### src/rtl/rfs_pkg.sv
package rfs_pkg;

  typedef enum logic [2:0] {
    ST_OFF,
    ST_START,
    ST_RUN,
    ST_RETRY,
    ST_HOT
  } sup_state_e;

  // Cause word bit positions
  localparam int FLAG_OV  = 0;
  localparam int FLAG_UV  = 1;
  localparam int FLAG_FOC = 2;
  localparam int FLAG_SOC = 3;
  localparam int FLAG_VIN = 4;
  localparam int FLAG_HOT = 5;
  localparam int FLAG_W   = 6;

  typedef struct packed {
    logic soc;
    logic foc;
    logic uv;
    logic ov;
  } rail_flt_t;

endpackage

### src/rtl/rfs_tick_gen.sv
module rfs_tick_gen #(
  parameter int TICK_DIV    = 10000,
  parameter int BLINK_TICKS = 1250
) (
  input  logic clk,
  input  logic rst,
  output logic tick,
  output logic blink
);
  localparam int DW = $clog2(TICK_DIV + 1);
  localparam int BW = $clog2(BLINK_TICKS + 1);

  logic [DW-1:0] div_q;
  logic [BW-1:0] bl_q;

  assign tick = (div_q == DW'(TICK_DIV - 1));

  always_ff @(posedge clk) begin
    if (rst) begin
      div_q <= '0;
      bl_q  <= '0;
      blink <= 1'b0;
    end else begin
      div_q <= tick ? '0 : div_q + 1'b1;
      if (tick) begin
        if (bl_q == BW'(BLINK_TICKS - 1)) begin
          bl_q  <= '0;
          blink <= ~blink;
        end else begin
          bl_q <= bl_q + 1'b1;
        end
      end
    end
  end
endmodule

### src/rtl/rfs_rail_mon.sv
module rfs_rail_mon
  import rfs_pkg::*;
#(
  parameter int W          = 12,
  parameter int SS_TICKS   = 25,
  parameter int ISO_TICKS  = 1000,
  parameter int FILT_SHIFT = 2,
  parameter logic [W-1:0] OV_LIM   = W'(3200),
  parameter logic [W-1:0] UV_LIM   = W'(2800),
  parameter logic [W-1:0] FAST_LIM = W'(3000),
  parameter logic [W-1:0] SLOW_LIM = W'(2000)
) (
  input  logic         clk,
  input  logic         rst,
  input  logic         tick,
  input  logic         allowed,
  input  logic         run,
  input  logic         iso_mode,
  input  logic [W-1:0] v_smp,
  input  logic [W-1:0] i_smp,
  output rail_flt_t    flt,
  output logic         iso_off
);
  localparam int SW = $clog2(SS_TICKS + 1);
  localparam int IW = $clog2(ISO_TICKS + 1);

  logic [SW-1:0]       ss_q;
  logic [IW-1:0]       iso_q;
  logic [W-1:0]        filt_q;
  logic                ss_done, armed, any_flt;
  logic signed [W+1:0] diff, step, filt_sum;

  assign ss_done  = (ss_q == SW'(SS_TICKS));
  assign armed    = allowed && ss_done;
  assign diff     = $signed({2'b00, i_smp}) - $signed({2'b00, filt_q});
  assign step     = diff >>> FILT_SHIFT;
  assign filt_sum = $signed({2'b00, filt_q}) + step;

  always_comb begin
    flt.ov  = armed && (v_smp > OV_LIM);
    flt.uv  = armed && (v_smp < UV_LIM);
    flt.foc = armed && (i_smp > FAST_LIM);
    flt.soc = allowed && (filt_q > SLOW_LIM);
  end

  assign any_flt = |flt;

  always_ff @(posedge clk) begin
    if (rst) begin
      ss_q    <= '0;
      filt_q  <= '0;
      iso_q   <= '0;
      iso_off <= 1'b0;
    end else if (tick) begin
      if (!allowed) begin
        ss_q   <= '0;
        filt_q <= '0;
      end else begin
        if (!ss_done) ss_q <= ss_q + 1'b1;
        filt_q <= filt_sum[W-1:0];
      end
      if (!run) begin
        iso_off <= 1'b0;
        iso_q   <= '0;
      end else if (iso_off) begin
        if (iso_q == IW'(ISO_TICKS - 1)) begin
          iso_off <= 1'b0;
          iso_q   <= '0;
        end else begin
          iso_q <= iso_q + 1'b1;
        end
      end else if (iso_mode && any_flt) begin
        iso_off <= 1'b1;
        iso_q   <= '0;
      end
    end
  end
endmodule

### src/rtl/rfs_seq.sv
module rfs_seq
  import rfs_pkg::*;
#(
  parameter int VW          = 12,
  parameter int TW          = 8,
  parameter int VIN_UV      = 1800,
  parameter int VIN_OV      = 3500,
  parameter int OT_TRIP     = 98,
  parameter int OT_HYST     = 20,
  parameter int QUAL_TICKS  = 5,
  parameter int START_TICKS = 500,
  parameter int RETRY_TICKS = 5000
) (
  input  logic          clk,
  input  logic          rst,
  input  logic          tick,
  input  logic [VW-1:0] vin_smp,
  input  logic [TW-1:0] temp_a,
  input  logic [TW-1:0] temp_b,
  input  logic          rail_trip,
  output sup_state_e    state,
  output logic          vin_flag
);
  localparam int TMAX = (START_TICKS > RETRY_TICKS) ? START_TICKS : RETRY_TICKS;
  localparam int CW   = $clog2(TMAX + 1);
  localparam int QW   = $clog2(QUAL_TICKS + 1);
  localparam int COOL = OT_TRIP - OT_HYST;

  logic [CW-1:0] tmr_q;
  logic [QW-1:0] bad_q, bad_nx;
  logic          vin_ok, in_trip, hot, cool;

  assign vin_ok  = (vin_smp >= VW'(VIN_UV)) && (vin_smp <= VW'(VIN_OV));
  assign bad_nx  = vin_ok ? '0 :
                   (bad_q == QW'(QUAL_TICKS)) ? bad_q : bad_q + 1'b1;
  assign in_trip = (bad_nx == QW'(QUAL_TICKS));
  assign hot     = (temp_a >= TW'(OT_TRIP)) || (temp_b >= TW'(OT_TRIP));
  assign cool    = (temp_a <= TW'(COOL)) && (temp_b <= TW'(COOL));

  always_ff @(posedge clk) begin
    if (rst) begin
      state    <= ST_OFF;
      tmr_q    <= '0;
      bad_q    <= '0;
      vin_flag <= 1'b0;
    end else if (tick) begin
      bad_q <= bad_nx;
      if (state == ST_OFF) begin
        if (vin_ok) begin
          state <= ST_START;
          tmr_q <= '0;
        end
      end else if (in_trip) begin
        state    <= ST_OFF;
        vin_flag <= 1'b1;
      end else begin
        unique case (state)
          ST_START: begin
            if (tmr_q == CW'(START_TICKS - 1)) begin
              state    <= ST_RUN;
              tmr_q    <= '0;
              vin_flag <= 1'b0;
            end else begin
              tmr_q <= tmr_q + 1'b1;
            end
          end
          ST_RUN: begin
            if (hot) begin
              state <= ST_HOT;
            end else if (rail_trip) begin
              state <= ST_RETRY;
              tmr_q <= '0;
            end
          end
          ST_RETRY: begin
            if (hot) begin
              state <= ST_HOT;
            end else if (tmr_q == CW'(RETRY_TICKS - 1)) begin
              state <= ST_RUN;
              tmr_q <= '0;
            end else begin
              tmr_q <= tmr_q + 1'b1;
            end
          end
          ST_HOT: begin
            if (cool) state <= ST_RUN;
          end
          default: state <= ST_OFF;
        endcase
      end
    end
  end
endmodule

### src/rtl/rail_fault_supervisor.sv
module rail_fault_supervisor
  import rfs_pkg::*;
#(
  parameter int N           = 4,
  parameter int W           = 12,
  parameter int TW          = 8,
  parameter int TICK_DIV    = 10000,
  parameter int BLINK_TICKS = 1250,
  parameter int QUAL_TICKS  = 5,
  parameter int START_TICKS = 500,
  parameter int RETRY_TICKS = 5000,
  parameter int ISO_TICKS   = 1000,
  parameter int SS_TICKS    = 25,
  parameter int FILT_SHIFT  = 2,
  parameter int VIN_UV      = 1800,
  parameter int VIN_OV      = 3500,
  parameter int OT_TRIP     = 98,
  parameter int OT_HYST     = 20,
  parameter logic [N-1:0]   AUX_MASK = {{(N-1){1'b1}}, 1'b0},
  parameter logic [N*W-1:0] OV_LIM   = {N{W'(3200)}},
  parameter logic [N*W-1:0] UV_LIM   = {N{W'(2800)}},
  parameter logic [N*W-1:0] FAST_LIM = {N{W'(3000)}},
  parameter logic [N*W-1:0] SLOW_LIM = {N{W'(2000)}}
) (
  input  logic              clk,
  input  logic              rst,
  input  logic [W-1:0]      vin_smp,
  input  logic [N*W-1:0]    rail_v,
  input  logic [N*W-1:0]    rail_i,
  input  logic [TW-1:0]     temp_a,
  input  logic [TW-1:0]     temp_b,
  input  logic [N-1:0]      rail_en,
  input  logic              isolate_mode,
  output logic [N-1:0]      shutdown_o,
  output logic              fail_n,
  output logic              sysrst_n,
  output logic              led_red,
  output logic              led_green,
  output logic [FLAG_W-1:0] flags_o
);
  logic       tick, blink;
  sup_state_e state;
  logic       vin_flag;
  logic       run;
  logic [N-1:0] allowed, iso_off, rail_bad;
  rail_flt_t    flt [N];
  logic [3:0]   new_bits, rail_flags_q;
  logic         any_iso, any_bad, rail_trip, clr_flags;

  rfs_tick_gen #(
    .TICK_DIV(TICK_DIV), .BLINK_TICKS(BLINK_TICKS)
  ) tick_i (
    .clk(clk), .rst(rst), .tick(tick), .blink(blink)
  );

  assign run = (state == ST_RUN);

  for (genvar k = 0; k < N; k++) begin : g_rail
    if (k == 0) begin : g_main
      assign allowed[k] = run && rail_en[k] && !iso_off[k];
    end else begin : g_sub
      assign allowed[k] = run && rail_en[k] && !iso_off[k] &&
                          !(AUX_MASK[k] && iso_off[0]);
    end

    rfs_rail_mon #(
      .W(W), .SS_TICKS(SS_TICKS), .ISO_TICKS(ISO_TICKS), .FILT_SHIFT(FILT_SHIFT),
      .OV_LIM(OV_LIM[k*W +: W]), .UV_LIM(UV_LIM[k*W +: W]),
      .FAST_LIM(FAST_LIM[k*W +: W]), .SLOW_LIM(SLOW_LIM[k*W +: W])
    ) mon_i (
      .clk(clk), .rst(rst), .tick(tick),
      .allowed(allowed[k]), .run(run), .iso_mode(isolate_mode),
      .v_smp(rail_v[k*W +: W]), .i_smp(rail_i[k*W +: W]),
      .flt(flt[k]), .iso_off(iso_off[k])
    );

    assign rail_bad[k] = |flt[k];
  end

  always_comb begin
    new_bits = '0;
    for (int k = 0; k < N; k++) new_bits |= flt[k];
  end

  assign any_iso   = |iso_off;
  assign any_bad   = |rail_bad;
  assign rail_trip = any_bad && !isolate_mode;
  assign clr_flags = run && !any_iso && !any_bad;

  rfs_seq #(
    .VW(W), .TW(TW), .VIN_UV(VIN_UV), .VIN_OV(VIN_OV),
    .OT_TRIP(OT_TRIP), .OT_HYST(OT_HYST), .QUAL_TICKS(QUAL_TICKS),
    .START_TICKS(START_TICKS), .RETRY_TICKS(RETRY_TICKS)
  ) seq_i (
    .clk(clk), .rst(rst), .tick(tick), .vin_smp(vin_smp),
    .temp_a(temp_a), .temp_b(temp_b), .rail_trip(rail_trip),
    .state(state), .vin_flag(vin_flag)
  );

  always_ff @(posedge clk) begin
    if (rst) begin
      rail_flags_q <= '0;
    end else if (tick) begin
      rail_flags_q <= (clr_flags ? 4'b0 : rail_flags_q) | new_bits;
    end
  end

  always_ff @(posedge clk) begin
    if (rst) begin
      shutdown_o <= '1;
      fail_n     <= 1'b0;
      sysrst_n   <= 1'b0;
      led_red    <= 1'b1;
      led_green  <= 1'b0;
      flags_o    <= '0;
    end else begin
      shutdown_o <= ~allowed;
      flags_o    <= {state == ST_HOT, vin_flag, rail_flags_q};
      if (state == ST_OFF || state == ST_START) begin
        led_red   <= 1'b1;
        led_green <= 1'b0;
        fail_n    <= 1'b0;
        sysrst_n  <= 1'b0;
      end else if (state == ST_RETRY || state == ST_HOT || any_iso) begin
        led_red   <= blink;
        led_green <= 1'b0;
        fail_n    <= 1'b0;
        sysrst_n  <= 1'b1;
      end else begin
        led_red   <= 1'b0;
        led_green <= (&rail_en) ? 1'b1 : blink;
        fail_n    <= 1'b1;
        sysrst_n  <= 1'b1;
      end
    end
  end
endmodule

### config.mk
export PLATFORM = sky130hd
export DESIGN_NAME = rail_fault_supervisor
export DESIGN_NICKNAME = d
export VERILOG_FILES = /design/src/rtl/rfs_pkg.sv /design/src/rtl/rfs_tick_gen.sv /design/src/rtl/rfs_rail_mon.sv /design/src/rtl/rfs_seq.sv /design/src/rtl/rail_fault_supervisor.sv
export SDC_FILE = /design/constraint.sdc
export NUM_CORES = 1
export LEC_CHECK = 0
export ABC_AREA = 1
export CAP_MARGIN = 5
export CORE_ASPECT_RATIO = 0.7
export CORE_MARGIN = 4
export CORE_UTILIZATION = 53
export CTS_BUF_LIST = sky130_fd_sc_hd__clkbuf_4 sky130_fd_sc_hd__clkbuf_8 sky130_fd_sc_hd__clkbuf_16
export CTS_CLUSTER_DIAMETER = 60
export DETAILED_ROUTE_END_ITERATION = 16
export PLACE_DENSITY_LB_ADDON = 0.1
export SYNTH_ARGS = -nofsm -noshare
export SYNTH_HDL_FRONTEND = slang
export SYNTH_SLANG_ARGS = --single-unit
### constraint.sdc
create_clock -name clk -period 5.02 [get_ports clk]
set_clock_uncertainty 0.2 [all_clocks]
set_input_delay 1.506 -clock clk [delete_from_list [all_inputs] [get_ports clk]]
set_output_delay 1.506 -clock clk [all_outputs]
set_load 0.02 [all_outputs]
# After elaboration in Yosys (flattened, before gate mapping)
# Index checks and enable logic that the tools add are counted.
# totals
wordCells	265
ff_bits	176
rom_bits	0
out_inout_bits	14
latch_bits	0
ram_bits	0
in_bits	131
memories	0
# classes
n_eq_ne	35
addsub	20
div	0
mux	74
n_shift	0
n_mul	0
n_reduce_logical	77
order_cmp	22
bitwise	7
# ops
cell	n
two-way mux 10 bit	16
two-way mux 13 bit	8
greater-than comparator 12 bit, second input constant	8
subtractor 12 x 12 -> 13 bit	4
adder 12 x 11 -> 12 bit	4
greater-than comparator 12 x 11 -> 1 bit, second input constant	4
less-than comparator 12 bit, second input constant	4
two-way mux 12 bit	4
adder 10 x 1 -> 10 bit, second input constant	4
== test 10 bit, second input constant	4
logical AND 1 bit	40
two-way mux 5 bit	8
one-hot mux 13 bit (3 select lines)	1
two-way mux 3 bit	11
two-way mux 1 bit	23
adder 5 x 1 -> 5 bit, second input constant	4
== test 5 bit, second input constant	4
OR reduction 4 bit	5
AND reduction 2 bit	9
greater-or-equal comparator 8 x 7 -> 1 bit, second input constant	2
<= comparator 8 x 7 -> 1 bit, second input constant	2
bitwise OR 4 bit	4
OR reduction 16 bit	1
adder 14 x 1 -> 14 bit, second input constant	1
35 further kinds	60

# Depth between registers and ports, before layout
# logic_depth
ltp_word	13
ltp_mapped	21

# Cells and area by module
# A second synthesis with hierarchy kept.
# unflattened
cells_unflattened	2409
area_unflattened_um2	14915.6
# by_module_without_submodules
module	cells_per_inst	n_inst	seq_area_each_um2	area_per_inst_um2
rfs_rail_mon at g_rail[0].mon_i ...	454	3	560.5	2775.2
rfs_rail_mon at g_rail[2].mon_i	455	1	560.5	2752.6
rfs_seq	264	1	400.4	1625.3
rfs_tick_gen	227	1	520.5	1477.7
rail_fault_supervisor	101	1	360.3	734.5

# Least setup slack after synthesis
# No wires, ideal clock.
# synth_path
path_type	in2reg
from	input rail_i[27]
to	register g_rail[2].mon_i.filt_q[11]
path_stages	18
slack_ns	0.667
t_required_ns	4.707
setup_time_ns	0.113
arrival_ns	4.040
cell_sequence	ha_1 inv_1 o31ai_1 a21oi_1 o21ai_0 nand2_1 nand2_1 xnor2_1 inv_1 ha_1 nand2_1 nor2_1 nand2_1 o211ai_1 a31oi_1 or2_2 nand3_1 nand2_1
# synth_between
elab_chain_len	3
# synth_rtl
element	line	rtl
from (decl)	rail_fault_supervisor.sv:29	input logic [N*W-1:0] rail_i,
subtractor 12 x 12 -> 13 bit	rfs_rail_mon.sv:35	assign diff = $signed({2'b00, i_smp}) - $signed({2'b00, filt_q});
adder 12 x 11 -> 12 bit	rfs_rail_mon.sv:37	assign filt_sum = $signed({2'b00, filt_q}) + step;
two-way mux 12 bit	rfs_rail_mon.sv:55	if (!allowed) begin
to (signal assigned)	rfs_rail_mon.sv:60	filt_q <= filt_sum[W-1:0];
to (decl)	rfs_rail_mon.sv:29	logic [W-1:0] filt_q;
# No other way between the ends.
# A chain may end at the register's enable or synchronous reset.

# Worst setup path in the final report
# layout_path
from	input rail_i[29]
to	register g_rail[2].mon_i.filt_q[11]
# Same word-level chain as after synthesis.

==> run_results.csv <==
group,metric,value,unit
route,wl_per_cell,14.4,µm
sta,setup_viol,0,
global_route,grtUsageTotal,0.263,
clock_tree,numClockSinks,176,
global_route,overflow,0,
floorplanning,die_y,142,µm
floorplanning,initial_utilization,0.546,
synthesis,netlist_area,13600,µm²
placed_design,port_buffers,144,
sta,worst_slack,0.277,ns
power,cellPowerDensity,205,nW/µm²
critical_path,crit_buf_inv,1,
floorplanning,chipWidth,199,µm
route,drt-total-wl,37600,µm
final_layout,stdcell_count,2605,
floorplanning,pin_count,145,
job,drv_cap,0,
clock_tree,cts_buffer_depth,2,
placed_design,dp_slack,-0.0477,ns
synthesis,synth_enable_flop_cells,0,
sta,rsz0062_at_grt,"no",
synthesis,yosys_warnings,0,
synthesis,synth_ff_type,"dfxtp_1",
min_path,hold_path_class,"reg2reg",
clock_tree,cts_tree,"built",
synthesis,yosysSeqAreaShare,0.259,
route,viasPerCell,5.48,
critical_path,startpoint_type,"primary input",
global_route,grt_start_max_net_pins,40,
critical_path,crit_required,5.15,ns
sta,hold_viol_final,0,
sta,drv_slew,0,
final_layout,drive_gt1_frac,0.0482,
critical_path,critical_path.top_delay_family,"compound AO/OA/AOI/OAI gates",
min_path,holdPathEnd,"flags_o[2]$_SDFF_PP0_",
critical_path,critPathMaxFanout,6,
critical_path,r2r_start,"g_rail[2].mon_i.filt_q[5]$_SDFFE_PP0P_",
critical_path,cpMaxStageDelayCell,"clkdlybuf4s50_1",
clock_tree,clock_latency,0.44,ns
placed_design,placed_area,15400,µm²
sta,worst_pin_slew,0.738,ns
synthesis,synth.avg_cell_area,6.44,µm²
clock_tree,clk_pin_slew_worst_paths,0.07,ns
floorplanning,num_rows,48,
route,drtIter0Drc,1329,
critical_path,crit_path_max_incr_delay,0.45,ns
critical_path,crit_path_end_kind,"flop",
critical_path,startpoint,"rail_i[29]",
min_path,worst_hold_path.num_cells,2,
power,irDropWorstVdd,229,µV
route,drc,0,
critical_path,rr_worst_depth,18,
sta,max-slew-margin-rel,0.502,
critical_path,rrSetupSlack,1.33,ns
sta,finalCritPeriodShare,0.945,
route,postRouteAntennaNets,0,
power,leakage,0.00700,µW
clock_tree,hold_buffers,0,
synthesis,ys_seq_elements,176,
critical_path,crit_top_cell,"nand2_1",
critical_path,path_cells,"clkdlybuf4s50_1 -> ha_1 -> nand2_1 -> o21ai_0 -> a21oi_1 -> o21ai_0 -> a21o_1 -> a21oi_1 -> xor2_1 -> ha_1 -> nand2_1 -> nor2_1 -> nand2_1 -> o211ai_1 -> a31oi_1 -> or2_2 -> nand3_1 -> nand2_1",
floorplanning,design.core.area,24900,µm²
sta,layout_min_cycle_time,4.74,ns
min_path,hold_start,"rail_flags_q[2]$_SDFFE_PP0P_",
route,vias,14300,
clock_tree,h-tree-depth,4,
placed_design,post-dp-hpwl,29400,µm
synthesis,async_reset_ff_frac,0,
floorplanning,die_area,28300,µm²
placed_design,dp.cells,2573,
global_route,grt_pass1_vias,13100,
placed_design,finalWeightedCongestion,0.995,
synthesis,ys_types,59,
final_layout,antennaDiodeCount,0,
final_layout,fin_area,16000,µm²
route,drt_pass1_iterations,6,
clock_tree,cts.repair.resized,0,
sta,clock.fmax,211,MHz
final_layout,synthToLayoutAreaGrowth,17.9,%
critical_path,critical_path_class,"in2reg",
global_route,antenna_found_initial,0,
synthesis,syn_nets,2355,
synthesis,syn_inst,2114,
run_status,status,"finished, final reports clean",
clock_tree,numCtsBuffers,17,
clock_tree,cts_setup_buffers,0,
critical_path,r2r-end,"g_rail[2].mon_i.filt_q[11]$_SDFFE_PP0P_",
global_route,grt_pass1_wl,62400,µm
critical_path,cp.arrival,4.88,ns
clock_tree,cts-root-buf,"clkbuf_16",
final_layout,num-nets-final,2508,
final_layout,final_core_util,0.644,
-- state kept, by name (all words and copies together) (netlist names) --
signal                count
g_rail.mon_i.iso_q       40
tick_i.div_q             14
fail_n                    1
g_rail.mon_i.iso_off      4
seq_i.state               3
shutdown_o                4
tick_i.bl_q              11
seq_i.tmr_q              13
sysrst_n                  1
g_rail.mon_i.ss_q        20
rail_flags_q              4
flags_o                   6
led_green                 1
led_red                   1
seq_i.vin_flag            1
g_rail.mon_i.filt_q      48
tick_i.blink              1
seq_i.bad_q               3
-- worst reg2reg max path, stage by stage (launching register included) --
cell,delay (ns)
dfxtp_1,0.37
inv_1,0.10
ha_1,0.37
nand2_1,0.13
o21ai_0,0.28
a21oi_1,0.12
o21ai_0,0.29
a21o_1,0.20
a21oi_1,0.08
xor2_1,0.14
ha_1,0.37
nand2_1,0.12
nor2_1,0.14
nand2_1,0.08
o211ai_1,0.09
a31oi_1,0.08
or2_2,0.30
nand3_1,0.07
nand2_1,0.05
-- metrics by stage --
| stage | power (µW) | hold WS [ns] | TNS [ns] |
|---|---|---|---|
| 5_1_grt | 3430 | 0.254 | 0 |
| 3_5_place_dp | 1920 | 0.210 | -0.0480 |
| 4_1_cts | 3300 | 0.227 | 0 |
| 2_1_floorplan | 1720 | 0.200 | 0 |
| 6_report | 3290 | 0.227 | 0 |
| 3_3_place_gp | 1900 | 0.210 | 0 |
-- final cells by class --
cell class	count	area, µm²
multi-input cells	1566	8670
well taps	325	407
clock buffers	20	460
fillers	2306	8880
flip-flops and latches	176	3520
clock inverters	12	151
repair buffers	155	1520
inverters	351	1320
-- synth_stat cells (5+ instances only) --
master / n / area share
xor2_1: 54 / 0.035
nand2_1: 460 / 0.13
o22ai_1: 26 / 0.012
a31oi_1: 20 / 0.0092
nand4_1: 44 / 0.020
o21ai_0: 97 / 0.036
nor3b_1: 5 / 0.0028
or2_2: 10 / 0.0046
o21bai_1: 15 / 0.0083
dfxtp_1: 176 / 0.26
a21oi_1: 151 / 0.056
clkbuf_1: 12 / 0.0033
nor4_1: 15 / 0.0069
xnor2_1: 23 / 0.015
nor3_1: 46 / 0.017
and2_1: 5 / 0.0023
nor2_4: 5 / 0.0041
nand2_2: 7 / 0.0032
a21o_1: 6 / 0.0033
inv_2: 16 / 0.0044
nor2_2: 5 / 0.0023
a211oi_1: 5 / 0.0028
ha_1: 106 / 0.097
o211ai_1: 7 / 0.0039
o31ai_1: 6 / 0.0033
nand3_1: 144 / 0.053
nand2_4: 7 / 0.0058
inv_1: 332 / 0.092
nor2_1: 240 / 0.066
o21ai_1: 7 / 0.0026
-- routing by layer --
layer / global-route usage / up-vias / routed length, µm / share of wire
li1: - / 7269 / - / -
met1: 0.378 / 6493 / 18200 / 0.48
met2: 0.412 / 454 / 16000 / 0.43
met3: 0.0504 / 49 / 2730 / 0.073
met4: 0.0600 / 0 / 654 / 0.017
met5: 0 / - / 0 / 0
-- cell usage in the layout, fill, tap and decap left out, types with 6 or more instances in the layout --
cell / n
nand2_4: 7
nor2_1: 240
o211ai_1: 7
buf_4: 11
a31oi_1: 20
inv_1: 332
xnor2_1: 23
dfxtp_1: 176
o22ai_1: 26
o21bai_1: 15
a21oi_1: 150
nand4_1: 44
inv_2: 17
o21ai_0: 97
clkdlybuf4s50_1: 143
o31ai_1: 6
nand2_2: 7
a21o_1: 6
nor3_1: 46
nand2_1: 460
clkbuf_16: 17
xor2_1: 54
o21ai_1: 7
or2_2: 10
nor4_1: 14
nand3_1: 144
ha_1: 106
-- cells by family after synthesis --
| kind of cell | count (synthesis) | share of synthesized area |
|---|---|---|
| adder cells (fa/ha/maj) | 110 | 0.103 |
| AO/OA/AOI/OAI | 363 | 0.151 |
| buffers and inverters | 372 | 0.105 |
| flip-flops | 176 | 0.259 |
| XOR/XNOR | 77 | 0.0496 |
| AND/OR/NAND/NOR | 1016 | 0.332 |
-- where the power goes --
part / internal [µW] / switching [µW] / leakage (µW)
Combinational: 222 / 275 / 0.00530
Clock: 778 / 615 / 0.000290
Sequential: 1400 / 1.14 / 0.00142
Total: 2400 / 891 / 0.00700
-- worst max path at each step --
stage / to / slack, ns / cells after the start
after floorplan: g_rail[2].mon_i.filt_q[11]$_SDFFE_PP0P_ / 0.67 / 18
after global placement: g_rail[2].mon_i.filt_q[11]$_SDFFE_PP0P_ / 0.12 / 18
after detailed placement: g_rail[2].mon_i.filt_q[11]$_SDFFE_PP0P_ / -0.05 / 18
after CTS: g_rail[1].mon_i.filt_q[8]$_SDFFE_PP0P_ / 0.37 / 20
after global routing: g_rail[2].mon_i.filt_q[11]$_SDFFE_PP0P_ / 0.006 / 19
final: g_rail[2].mon_i.filt_q[11]$_SDFFE_PP0P_ / 0.28 / 18
No activity file was read; power rests on OpenSTA's default activity.
